--- config.mk ---
export PLATFORM = sky130hd
export DESIGN_NAME = smt_meas_timer
export DESIGN_NICKNAME = d
export VERILOG_FILES = /design/src/rtl/smt_pkg.sv /design/src/rtl/smt_sync.sv /design/src/rtl/smt_counter.sv /design/src/rtl/smt_capture.sv /design/src/rtl/smt_regs.sv /design/src/rtl/smt_meas_timer.sv
export SDC_FILE = /design/constraint.sdc
export NUM_CORES = 1
export LEC_CHECK = 0
export BUFFER_PORTS_ARGS = -buffer_cell sky130_fd_sc_hd__buf_2
export CORE_MARGIN = 2
export CORE_UTILIZATION = 50
export CTS_CLUSTER_DIAMETER = 30
export DETAILED_ROUTE_END_ITERATION = 7
export PLACE_DENSITY = 0.73
export RECOVER_POWER = 50
export SLEW_MARGIN = 20
export SYNTH_ARGS = -nofsm -noshare
export SYNTH_HDL_FRONTEND = slang
export SYNTH_SLANG_ARGS = --single-unit
--- constraint.sdc ---
create_clock -name clk -period 2.6 [get_ports clk]
set_clock_uncertainty 0.2 [all_clocks]
set_input_delay 0.39 -clock clk [delete_from_list [all_inputs] [get_ports clk]]
set_output_delay 0.39 -clock clk [all_outputs]
set_load 0.05 [all_outputs]
--- src/rtl/smt_pkg.sv ---
`timescale 1ns/1ps
package smt_pkg;
  localparam int AW = 3;

  localparam logic [AW-1:0] ADR_CTRL   = 3'd0;
  localparam logic [AW-1:0] ADR_CMD    = 3'd1;
  localparam logic [AW-1:0] ADR_PERIOD = 3'd2;
  localparam logic [AW-1:0] ADR_COUNT  = 3'd3;
  localparam logic [AW-1:0] ADR_PWCAP  = 3'd4;
  localparam logic [AW-1:0] ADR_PRCAP  = 3'd5;
  localparam logic [AW-1:0] ADR_FLAGS  = 3'd6;

  localparam int CMD_CLR = 0;
  localparam int CMD_PW  = 1;
  localparam int CMD_PR  = 2;

  localparam int NFLAG = 3;
  localparam int FL_PW    = 0;
  localparam int FL_PR    = 1;
  localparam int FL_MATCH = 2;

  typedef struct packed {
    logic win_gate;
    logic win_pol;
    logic sig_pol;
    logic clk_pol;
    logic clk_sel;
    logic limit;
    logic rpt;
    logic go;
  } ctrl_t;

  localparam int CTRL_W = $bits(ctrl_t);
endpackage

--- src/rtl/smt_sync.sv ---
`timescale 1ns/1ps
module smt_sync #(
  parameter int W      = 1,
  parameter int STAGES = 2
) (
  input  logic         clk,
  input  logic         rst_n,
  input  logic [W-1:0] d,
  output logic [W-1:0] q,
  output logic [W-1:0] q_d
);
  logic [W-1:0] pipe [STAGES+1];

  always_ff @(posedge clk or negedge rst_n) begin
    if (!rst_n) begin
      for (int i = 0; i <= STAGES; i++) pipe[i] <= '0;
    end else begin
      pipe[0] <= d;
      for (int i = 1; i <= STAGES; i++) pipe[i] <= pipe[i-1];
    end
  end

  assign q   = pipe[STAGES-1];
  assign q_d = pipe[STAGES];
endmodule

--- src/rtl/smt_counter.sv ---
`timescale 1ns/1ps
module smt_counter #(
  parameter int DW = 24
) (
  input  logic          clk,
  input  logic          rst_n,
  input  logic          tick,
  input  logic          clr,
  input  logic          restart,
  input  logic          limit,
  input  logic [DW-1:0] period,
  output logic [DW-1:0] count,
  output logic          match,
  output logic          match_q
);
  logic at_period;
  assign at_period = (count == period);
  assign match     = tick & at_period & ~clr & ~restart;

  always_ff @(posedge clk or negedge rst_n) begin
    if (!rst_n) begin
      count   <= '0;
      match_q <= 1'b0;
    end else begin
      match_q <= match;
      if (clr)                count <= '0;
      else if (restart)       count <= '0;
      else if (tick) begin
        if (at_period) begin
          if (!limit) count <= '0;
        end else begin
          count <= count + 1'b1;
        end
      end
    end
  end

  AST_COUNT_STEP: assert property (@(posedge clk) disable iff (!rst_n)
    (tick && !clr && !restart && count != period) |=> count == DW'($past(count) + 1'b1));
  AST_COUNT_HOLD: assert property (@(posedge clk) disable iff (!rst_n)
    (!tick && !clr && !restart) |=> $stable(count));
  AST_PERIOD_WRAP: assert property (@(posedge clk) disable iff (!rst_n)
    (tick && !clr && !restart && !limit && count == period) |=> count == '0);
  AST_LIMIT_HOLD: assert property (@(posedge clk) disable iff (!rst_n)
    (tick && !clr && !restart && limit && count == period) |=> count == $past(count));
  AST_CLEAR_WINS: assert property (@(posedge clk) disable iff (!rst_n)
    clr |=> count == '0);
endmodule

--- src/rtl/smt_capture.sv ---
`timescale 1ns/1ps
module smt_capture
  import smt_pkg::*;
#(
  parameter int DW = 24
) (
  input  logic             clk,
  input  logic             rst_n,
  input  logic [DW-1:0]    count,
  input  logic             pw_evt,
  input  logic             pr_evt,
  input  logic             match_evt,
  input  logic [NFLAG-1:0] flag_clr,
  output logic [DW-1:0]    cpw,
  output logic [DW-1:0]    cpr,
  output logic [NFLAG-1:0] flags
);
  logic [NFLAG-1:0] flag_set;
  assign flag_set[FL_PW]    = pw_evt;
  assign flag_set[FL_PR]    = pr_evt;
  assign flag_set[FL_MATCH] = match_evt;

  always_ff @(posedge clk or negedge rst_n) begin
    if (!rst_n) begin
      cpw <= '0;
      cpr <= '0;
    end else begin
      if (pw_evt) cpw <= count;
      if (pr_evt) cpr <= count;
    end
  end

  for (genvar g = 0; g < NFLAG; g++) begin : g_flag
    always_ff @(posedge clk or negedge rst_n) begin
      if (!rst_n) flags[g] <= 1'b0;
      else        flags[g] <= (flags[g] & ~flag_clr[g]) | flag_set[g];
    end
  end

  AST_PR_LOAD: assert property (@(posedge clk) disable iff (!rst_n)
    pr_evt |=> (cpr == $past(count) && flags[FL_PR]));
  AST_PW_LOAD: assert property (@(posedge clk) disable iff (!rst_n)
    pw_evt |=> (cpw == $past(count) && flags[FL_PW]));
  AST_MATCH_STICKY: assert property (@(posedge clk) disable iff (!rst_n)
    (flags[FL_MATCH] && !flag_clr[FL_MATCH]) |=> flags[FL_MATCH]);
  AST_PR_STICKY: assert property (@(posedge clk) disable iff (!rst_n)
    (flags[FL_PR] && !flag_clr[FL_PR]) |=> flags[FL_PR]);
endmodule

--- src/rtl/smt_regs.sv ---
`timescale 1ns/1ps
module smt_regs
  import smt_pkg::*;
#(
  parameter int DW = 24
) (
  input  logic             clk,
  input  logic             rst_n,
  input  logic             wr_en,
  input  logic [AW-1:0]    wr_addr,
  input  logic [DW-1:0]    wr_data,
  input  logic             rd_en,
  input  logic [AW-1:0]    rd_addr,
  input  logic             acq_done,
  input  logic [DW-1:0]    count,
  input  logic [DW-1:0]    cpw,
  input  logic [DW-1:0]    cpr,
  input  logic [NFLAG-1:0] flags,
  input  logic             sig_st,
  input  logic             win_st,
  output ctrl_t            ctrl,
  output logic [DW-1:0]    period,
  output logic             cmd_clr,
  output logic             cmd_pw,
  output logic             cmd_pr,
  output logic [NFLAG-1:0] flag_clr,
  output logic             rd_valid,
  output logic [DW-1:0]    rd_data
);
  logic ctrl_wr, cmd_wr, per_wr, flg_wr;
  assign ctrl_wr = wr_en && (wr_addr == ADR_CTRL);
  assign cmd_wr  = wr_en && (wr_addr == ADR_CMD);
  assign per_wr  = wr_en && (wr_addr == ADR_PERIOD);
  assign flg_wr  = wr_en && (wr_addr == ADR_FLAGS);

  assign cmd_clr  = cmd_wr && wr_data[CMD_CLR];
  assign cmd_pw   = cmd_wr && wr_data[CMD_PW];
  assign cmd_pr   = cmd_wr && wr_data[CMD_PR];
  assign flag_clr = flg_wr ? wr_data[NFLAG-1:0] : '0;

  always_ff @(posedge clk or negedge rst_n) begin
    if (!rst_n) begin
      ctrl   <= '0;
      period <= '1;
    end else begin
      if (ctrl_wr)                   ctrl   <= ctrl_t'(wr_data[CTRL_W-1:0]);
      else if (acq_done && !ctrl.rpt) ctrl.go <= 1'b0;
      if (per_wr) period <= wr_data;
    end
  end

  logic [DW-1:0] rd_mux;
  always_comb begin
    case (rd_addr)
      ADR_CTRL:   rd_mux = DW'(ctrl);
      ADR_PERIOD: rd_mux = period;
      ADR_COUNT:  rd_mux = count;
      ADR_PWCAP:  rd_mux = cpw;
      ADR_PRCAP:  rd_mux = cpr;
      ADR_FLAGS:  rd_mux = DW'({win_st, sig_st, ctrl.go, flags});
      default:    rd_mux = '0;
    endcase
  end

  always_ff @(posedge clk or negedge rst_n) begin
    if (!rst_n) begin
      rd_valid <= 1'b0;
      rd_data  <= '0;
    end else begin
      rd_valid <= rd_en;
      if (rd_en) rd_data <= rd_mux;
    end
  end

  AST_SINGLE_STOP: assert property (@(posedge clk) disable iff (!rst_n)
    (acq_done && !ctrl.rpt && !ctrl_wr) |=> !ctrl.go);
  AST_READ_LATENCY: assert property (@(posedge clk) disable iff (!rst_n)
    rd_valid |-> $past(rd_en));
endmodule

--- src/rtl/smt_meas_timer.sv ---
`timescale 1ns/1ps
module smt_meas_timer
  import smt_pkg::*;
#(
  parameter int DW = 24
) (
  input  logic          clk,
  input  logic          rst_n,
  input  logic          tclk_in,
  input  logic          sig_in,
  input  logic          win_in,
  input  logic          wr_en,
  input  logic [2:0]    wr_addr,
  input  logic [DW-1:0] wr_data,
  input  logic          rd_en,
  input  logic [2:0]    rd_addr,
  output logic          rd_valid,
  output logic [DW-1:0] rd_data,
  output logic          match_pulse,
  output logic          irq_pw,
  output logic          irq_pr,
  output logic          irq_match
);
  localparam int NPIN = 3;

  ctrl_t            ctrl;
  logic [DW-1:0]    period, count, cpw, cpr;
  logic [NFLAG-1:0] flags, flag_clr;
  logic             cmd_clr, cmd_pw, cmd_pr;
  logic [NPIN-1:0]  pin_q, pin_qd;
  logic             match;

  smt_sync #(.W(NPIN), .STAGES(2)) u_sync (
    .clk(clk), .rst_n(rst_n),
    .d({win_in, sig_in, tclk_in}),
    .q(pin_q), .q_d(pin_qd)
  );

  logic t_now, t_prev, s_now, s_prev, w_now;
  assign t_now  = pin_q[0]  ^ ctrl.clk_pol;
  assign t_prev = pin_qd[0] ^ ctrl.clk_pol;
  assign s_now  = pin_q[1]  ^ ctrl.sig_pol;
  assign s_prev = pin_qd[1] ^ ctrl.sig_pol;
  assign w_now  = pin_q[2]  ^ ctrl.win_pol;

  logic tick_src, win_ok, tick, sig_rise, sig_fall;
  assign tick_src = ctrl.clk_sel ? (t_now & ~t_prev) : 1'b1;
  assign win_ok   = ctrl.win_gate ? w_now : 1'b1;
  assign tick     = ctrl.go & tick_src & win_ok;
  assign sig_rise = ctrl.go & s_now & ~s_prev;
  assign sig_fall = ctrl.go & ~s_now & s_prev;

  smt_counter #(.DW(DW)) u_cnt (
    .clk(clk), .rst_n(rst_n),
    .tick(tick), .clr(cmd_clr), .restart(sig_rise),
    .limit(ctrl.limit), .period(period),
    .count(count), .match(match), .match_q(match_pulse)
  );

  smt_capture #(.DW(DW)) u_cap (
    .clk(clk), .rst_n(rst_n),
    .count(count),
    .pw_evt(sig_fall | cmd_pw), .pr_evt(sig_rise | cmd_pr),
    .match_evt(match), .flag_clr(flag_clr),
    .cpw(cpw), .cpr(cpr), .flags(flags)
  );

  smt_regs #(.DW(DW)) u_regs (
    .clk(clk), .rst_n(rst_n),
    .wr_en(wr_en), .wr_addr(wr_addr), .wr_data(wr_data),
    .rd_en(rd_en), .rd_addr(rd_addr),
    .acq_done(sig_rise),
    .count(count), .cpw(cpw), .cpr(cpr), .flags(flags),
    .sig_st(s_now), .win_st(w_now),
    .ctrl(ctrl), .period(period),
    .cmd_clr(cmd_clr), .cmd_pw(cmd_pw), .cmd_pr(cmd_pr),
    .flag_clr(flag_clr),
    .rd_valid(rd_valid), .rd_data(rd_data)
  );

  assign irq_pw    = flags[FL_PW];
  assign irq_pr    = flags[FL_PR];
  assign irq_match = flags[FL_MATCH];

  AST_PULSE_SETS_FLAG: assert property (@(posedge clk) disable iff (!rst_n)
    match_pulse |-> irq_match);
  AST_NO_TICK_STOPPED: assert property (@(posedge clk) disable iff (!rst_n)
    (!ctrl.go && !cmd_clr) |=> $stable(count));
endmodule

==> metrics.cfg, run 1 <==
[clock_tree]
max-clock-path-buffers = 2
cts_made_buffers = 17
clk_pin_slew_ps = 60
post_cts_buffers = 0
htree_levels = 4
clkLatencyLatePin_ps = 430
numClockSinks = 141
cts-root-buf = sky130_fd_sc_hd__clkbuf_16
cts_tree = built

[timing]
tightest_slew_ps = 1626
postLayoutSetupSlackWorst_ps = 155.6
fmaxAchievable_mhz = 409.1
hold_viol = 0
finalWorstPathRequiredPeriod_ps = 2444
setup_total_negative_slack_ps = 0
rsz_0062_raised_after_global_routing = no
finalSetupViolations = 0
timing.max_slew.rel_slack = -0.08380
finalMaxSlewViolations = 66
final_min_period_over_clock_period = 0.9402

[synth]
yosysUniqueCellTypes = 56
synth.ff_latch_count = 141
synthesis.yosys.warnings = 0
async_flop_share = 1.000
synth.avg_cell_area_sq_um = 11.42
count_of_mapped_cells_out_of_synthesis = 605
synthFlopType = sky130_fd_sc_hd__dfrtp_1
netlist_area_sq_mm = 0.006907
synth_edf_count = 0
net_count_after_synthesis = 643
synth_sequential_area_ratio = 0.5152

[grt]
global_route_wire_length_before_repair_microns = 27050
leftover_overflow_at_the_end_of_global_routing = 0
grt_start_max_net_pins = 66
vias_in_the_first_global_route = 5243
antenna_violations_before_repair = 0
grt.total_usage = 0.2432

[route]
wl_per_cell_microns = 18.97
totalWireLength_microns = 16890
drt_pre_antenna_iters = 5
drtAntennaViolNets = 0
dr.first_iter.drc_count = 443
drt_drc_violations_left = 0
vias_after_detailed_routing = 5285
viasPerCell = 5.938

[cells_and_area]
fillerInstances = 1068
num-nets-final = 739
multiInputGateArea_sq_mm = 0.002989
seqCellArea_sq_mm = 0.003558
post_route_cells_drive_above_1_share = 0.3599
antenna-diode-count = 0
area.growth.synth_to_final_pct = 20.58

[power_and_ir_drop]
pwr_density_cell_mw_per_mm2 = 758.8
peakVddDrop_mv = 0.5564
power_frac_seq = 0.430
power_report.internal_total_mw = 4.545
combPwrFrac = 0.183
leakagePower_nw = 3.837
p_sw_frac = 0.2808
power_frac_clock = 0.387
switching_power_mw = 1.775

[die]
rows = 42
die_area_sq_mm = 0.01477
die_width_microns = 121.5
initial_utilization = 0.5174
die-height_microns = 121.5
design.portCount = 66
design.core.area_sq_mm = 0.01335

[run_status]
outcome = finished, violations left
failed_checks = max-capacitance violations, max-slew violations

[setup_path]
critical_path_class = register to register
end_kind = register
setup.worst_path.start_class = register
cp_data_required_time_ps = 2750
worstPathMaxFanout = 10
critPathArrivalTime_ps = 2600

[placement]
detailed_place_hpwl_microns = 11230
io_buffer_count = 65
place_ws_ps = 132.9
routabilityCongestion = 0.9000

[run]
drv.max_cap_violation_count = 1

[min_path]
hold_path.class = input port to register

-- path summary, 6_finish.rpt --
| check | startpoint | endpoint | slack, ps | cells past startpoint |
|---|---|---|---|---|
| max | u_regs.ctrl[5] | u_cnt.count[17] | 160 | 7 |
| min | wr_data[3] | u_regs.period[3] | 20 | 2 |
| max reg2reg | u_regs.ctrl[5] | u_cnt.count[17] | 160 | 7 |
| min reg2reg | u_sync.pipe[7] | u_sync.q[1] | 150 | 0 |
| max in group asynchronous | rst_n | u_regs.period[22] | 340 | 3 |
| min in group asynchronous | rst_n | u_sync.pipe[6] | 720 | 2 |
-- what timing repair did --
item,in CTS,in global routing
endpoints found under the hold margin,73,0
hold buffers,19,0
endpoints found under the setup margin,0,4
gates resized for setup,0,2
-- synth_stat cells, types with 3 or more instances --
master                     instances  share of area
sky130_fd_sc_hd__a22oi_1           3         0.0033
sky130_fd_sc_hd__clkbuf_1         19          0.010
sky130_fd_sc_hd__or3_1             9         0.0082
sky130_fd_sc_hd__and3_1            4         0.0036
sky130_fd_sc_hd__nand2b_1          5         0.0045
sky130_fd_sc_hd__o311ai_2          5          0.012
sky130_fd_sc_hd__a221oi_1         19          0.024
sky130_fd_sc_hd__nand3_1          26          0.019
sky130_fd_sc_hd__nor2b_1           3         0.0027
sky130_fd_sc_hd__mux2_2           78           0.13
sky130_fd_sc_hd__buf_1             4         0.0022
sky130_fd_sc_hd__dfstp_2          24          0.091
sky130_fd_sc_hd__buf_2            19          0.014
sky130_fd_sc_hd__nor2_1           17         0.0092
sky130_fd_sc_hd__dfrtp_1         117           0.42
sky130_fd_sc_hd__a21o_1           10          0.011
sky130_fd_sc_hd__mux2i_1           6         0.0087
sky130_fd_sc_hd__nand4_1           6         0.0054
sky130_fd_sc_hd__xor2_1           24          0.030
sky130_fd_sc_hd__o21ai_0          18          0.013
sky130_fd_sc_hd__a21oi_1          14          0.010
sky130_fd_sc_hd__a22o_1           20          0.025
sky130_fd_sc_hd__o22ai_1          24          0.022
sky130_fd_sc_hd__and4_1            3         0.0038
sky130_fd_sc_hd__inv_1            29          0.016
sky130_fd_sc_hd__nand2_1          46          0.025
sky130_fd_sc_hd__nor3_1            8         0.0058
sky130_fd_sc_hd__buf_6             6         0.0098
sky130_fd_sc_hd__nor4_2            5         0.0091
-- cell usage in the layout (no fill, tap or decap), types with 18 or more instances in the layout --
cell type / Yosys / final
sky130_fd_sc_hd__o22ai_1: 24 / 24
sky130_fd_sc_hd__a221oi_1: 19 / 19
sky130_fd_sc_hd__dfrtp_1: 117 / 117
sky130_fd_sc_hd__xor2_1: 24 / 24
sky130_fd_sc_hd__dlygate4sd3_1: 0 / 19
sky130_fd_sc_hd__a22o_1: 20 / 20
sky130_fd_sc_hd__dfstp_2: 24 / 24
sky130_fd_sc_hd__inv_1: 29 / 29
sky130_fd_sc_hd__o21ai_0: 18 / 18
sky130_fd_sc_hd__buf_4: 1 / 36
sky130_fd_sc_hd__buf_2: 19 / 64
sky130_fd_sc_hd__nand2_1: 46 / 46
sky130_fd_sc_hd__mux2_2: 78 / 78
sky130_fd_sc_hd__nand3_1: 26 / 26
-- area by class of cell --
class,count,area share
timing repair buffer,126,0.1028
tap,176,0.02644
clock inverter,7,0.01322
sequential,141,0.4273
multi-input combinational,386,0.3589
inverter,29,0.01307
clock buffer,25,0.05829
-- logic make-up after synthesis --
group                    after synthesis  share of synthesized area
AO/OA/AOI/OAI                        127                     0.1409
XOR/XNOR                              25                    0.03170
adder cells (fa/ha/maj)                1                   0.001811
buffers and inverters                 78                    0.05290
flip-flops                           141                     0.5152
multiplexers                          86                     0.1424
AND/OR/NAND/NOR                      147                     0.1150
-- worst max-delay path: stages, from the launching register on --
cell                       delay [ps]
sky130_fd_sc_hd__dfrtp_1          450
sky130_fd_sc_hd__and4bb_2         290
sky130_fd_sc_hd__a211oi_2         300
sky130_fd_sc_hd__nand4_1          200
sky130_fd_sc_hd__o21bai_4         260
sky130_fd_sc_hd__buf_4            200
sky130_fd_sc_hd__or3_1            360
sky130_fd_sc_hd__nand3_1          100
-- flip-flops by register name, indices dropped and copies added, names as in the netlist --
signal,flops
u_regs.ctrl,8
u_cap.cpw,24
u_regs.rd_valid,1
u_sync.q,3
u_cnt.match_q,1
u_sync.pipe,3
u_sync.q_d,2
u_regs.period,24
u_regs.rd_data,24
u_cap.flags,3
u_cnt.count,24
u_cap.cpr,24
-- power groups by stage --
stage	Clock (mW)	Combinational [mW]	Sequential, mW
2_1_floorplan	0	0.671	2.81
3_3_place_gp	0	1.09	2.73
3_5_place_dp	0	1.13	2.75
4_1_cts	2.49	1.15	2.71
5_1_grt	2.59	1.24	2.75
6_report	2.45	1.16	2.72
-- metrics by stage --
| step | instances | util | cell area [sq um] | hold WS, ps | power (mW) |
|---|---|---|---|---|---|
| floorplan | 605 | - | 6907 | -105.6 | 3.485 |
| global placement | 839 | 0.5677 | 7577 | 134.5 | 3.825 |
| detailed placement | 839 | 0.5677 | 7577 | 136.4 | 3.870 |
| CTS | 890 | 0.6265 | 8363 | 2.559 | 6.353 |
| global route | 890 | 0.6239 | 8328 | 9.657 | 6.577 |
| finish | 890 | 0.6239 | 8328 | 18.06 | 6.320 |
-- routing by layer --
metal	routed length (microns)	vias to the layer above	GRT usage
met3	769	44	0.05478
li1	-	2402	-
met4	525	0	0.1178
met2	8315	170	0.3943
met5	0	-	0
met1	7274	2669	0.3105
Power figures use the tool's default switching activity.
==> run 2: changes to the inputs <==
Settings changed: SYNTH_HIERARCHICAL set to 1.
==> metrics.cfg, run 2 <==
[run_status]
outcome = finished, violations left
failed_checks = max-capacitance violations, max-slew violations

[timing]
setup_total_negative_slack_ps = 0
postLayoutSetupSlackWorst_ps = 143.4
finalWorstPathRequiredPeriod_ps = 2457
rsz_0062_raised_after_global_routing = no
final_min_period_over_clock_period = 0.9449
hold_viol = 0
fmaxAchievable_mhz = 407.1
finalSetupViolations = 0
finalMaxSlewViolations = 62
tightest_slew_ps = 1557
timing.max_slew.rel_slack = -0.03812
final_worst_hold_slack_ps = 8.505

[setup_path]
end_kind = register
r2r_start = u_cnt/count[10]
regToRegSetupSlack_ps = 140
rr_worst_depth = 6
setup.worst_path.start_class = register
critical_path_class = register to register
critical_path.startpoint = u_cnt/count[10]
cp_data_required_time_ps = 2730
worstPathMaxFanout = 11
critPathArrivalTime_ps = 2590
setup.worst_path.end = u_cnt/count[23]
r2r_end = u_cnt/count[23]

[grt]
grt_start_max_net_pins = 62
global_route_wire_length_before_repair_microns = 32070
antenna_violations_before_repair = 0
leftover_overflow_at_the_end_of_global_routing = 0
vias_in_the_first_global_route = 5816
grt.total_usage = 0.2504

[synth]
net_count_after_synthesis = 673
synthesis.yosys.warnings = 6
count_of_mapped_cells_out_of_synthesis = 635
synth.avg_cell_area_sq_um = 12.30
netlist_area_sq_mm = 0.007811

[route]
drt_drc_violations_left = 0
wl_per_cell_microns = 21.10
viasPerCell = 6.062
drt_pre_antenna_iters = 5
drtAntennaViolNets = 0
vias_after_detailed_routing = 5735
dr.first_iter.drc_count = 523
totalWireLength_microns = 19960

[placement]
detailed_place_hpwl_microns = 13380
io_buffer_count = 65
placed_cell_area_sq_mm = 0.008403
place_ws_ps = 181.6
place.detailed.instances = 903
routabilityCongestion = 0.8816

[clock_tree]
post_cts_buffers = 0
max-clock-path-buffers = 2
cts_made_buffers = 17
clkLatencyLatePin_ps = 420
clk_pin_slew_ps = 60
cts_tree = built
cts-root-buf = sky130_fd_sc_hd__clkbuf_16
numClockSinks = 141
htree_levels = 4

[cells_and_area]
layout.cell_area.non_filler_sq_mm = 0.009120
mostFrequentLayoutCells = sky130_fd_sc_hd__dfrtp_1, sky130_fd_sc_hd__buf_2, sky130_fd_sc_hd__mux2_2, sky130_fd_sc_hd__mux2_4, sky130_fd_sc_hd__buf_4
antenna-diode-count = 0
seqCellArea_sq_mm = 0.003558
finish.cell_count_without_fillers = 946
mostFrequentLayoutCell = sky130_fd_sc_hd__dfrtp_1
post_route_cells_drive_above_1_share = 0.3973
fillerInstances = 1229
area.growth.synth_to_final_pct = 16.75
utilization = 0.5977
num-nets-final = 760
multiInputGateArea_sq_mm = 0.003736

[die]
initial_utilization = 0.5119
die_area_sq_mm = 0.01664
die-height_microns = 129.0
die_width_microns = 129.0
rows = 45
design.core.area_sq_mm = 0.01526
design.portCount = 66

[power_and_ir_drop]
p_total_mw = 6.608
leakagePower_nw = 4.104
pwr_density_cell_mw_per_mm2 = 724.5
peakVddDrop_mv = 0.4605

[min_path]
hold_path.class = input port to register
holdCritStartpoint = wr_data[14]

[run]
drv.max_cap_violation_count = 1

## run 2: cell count changes in the layout (fill, tap and decap cells not counted), sizes merged, moves of 8 or more
cell and delta:
nand2 -23, o2bb2ai +12, a2111oi +11, and4b +22, o22ai -21, dlygate4sd3 -8
a221oi -8, mux2 +21, a22o -20, nor4bb +9, a21oi -12, o221ai +20
nand3 -18
## run 2: what timing repair did
| item | CTS | global route |
|---|---|---|
| resized for setup | 0 | 2 |
| endpoints found under the hold margin | 60 | 0 |
| endpoints found under the setup margin | 0 | 2 |
| hold buffers | 11 | 0 |
## run 2: how the worst min path moves through the flow
| stage | end | depth (start not counted) |
|---|---|---|
| after floorplan | u_cap/cpr[0] | 0 |
| after global placement | u_sync/q[1] | 0 |
| after detailed placement | u_sync/q[0] | 0 |
| after CTS | u_regs/period[11] | 2 |
| after global routing | u_regs/period[11] | 2 |
| final | u_regs/period[14] | 2 |
## run 2: per-layer routing
| layer | up-vias | global-route usage | part of all wire |
|---|---|---|---|
| li1 | 2588 | - | - |
| met1 | 2922 | 0.3487 | 0.45 |
| met2 | 200 | 0.3968 | 0.48 |
| met3 | 25 | 0.04990 | 0.053 |
| met4 | 0 | 0.07801 | 0.016 |
| met5 | - | 0 | 0 |
## run 2: where the power goes
group	leakage (nW)	total (mW)	internal, mW	switching (mW)
combinational	1.99	1.27	0.526	0.747
sequential	1.80	2.73	2.49	0.234
clock	0.310	2.61	1.68	0.924
total	4.10	6.61	4.70	1.91
## run 2: layout make-up
type                       count  share of cell area
inverter                      35             0.01441
timing repair buffer         120             0.08725
sequential                   141              0.3902
multi-input combinational    407              0.4097
clock buffer                  22             0.05200
tap                          211             0.02895
clock inverter                10             0.01756
## run 2: worst max-delay path: stages, from the launching register on
cell                       delay [ps]
sky130_fd_sc_hd__dfrtp_1          450
sky130_fd_sc_hd__xor2_1           210
sky130_fd_sc_hd__nor4_1           460
sky130_fd_sc_hd__nand4_2          290
sky130_fd_sc_hd__o31a_1           370
sky130_fd_sc_hd__buf_4            200
sky130_fd_sc_hd__o221ai_2         180
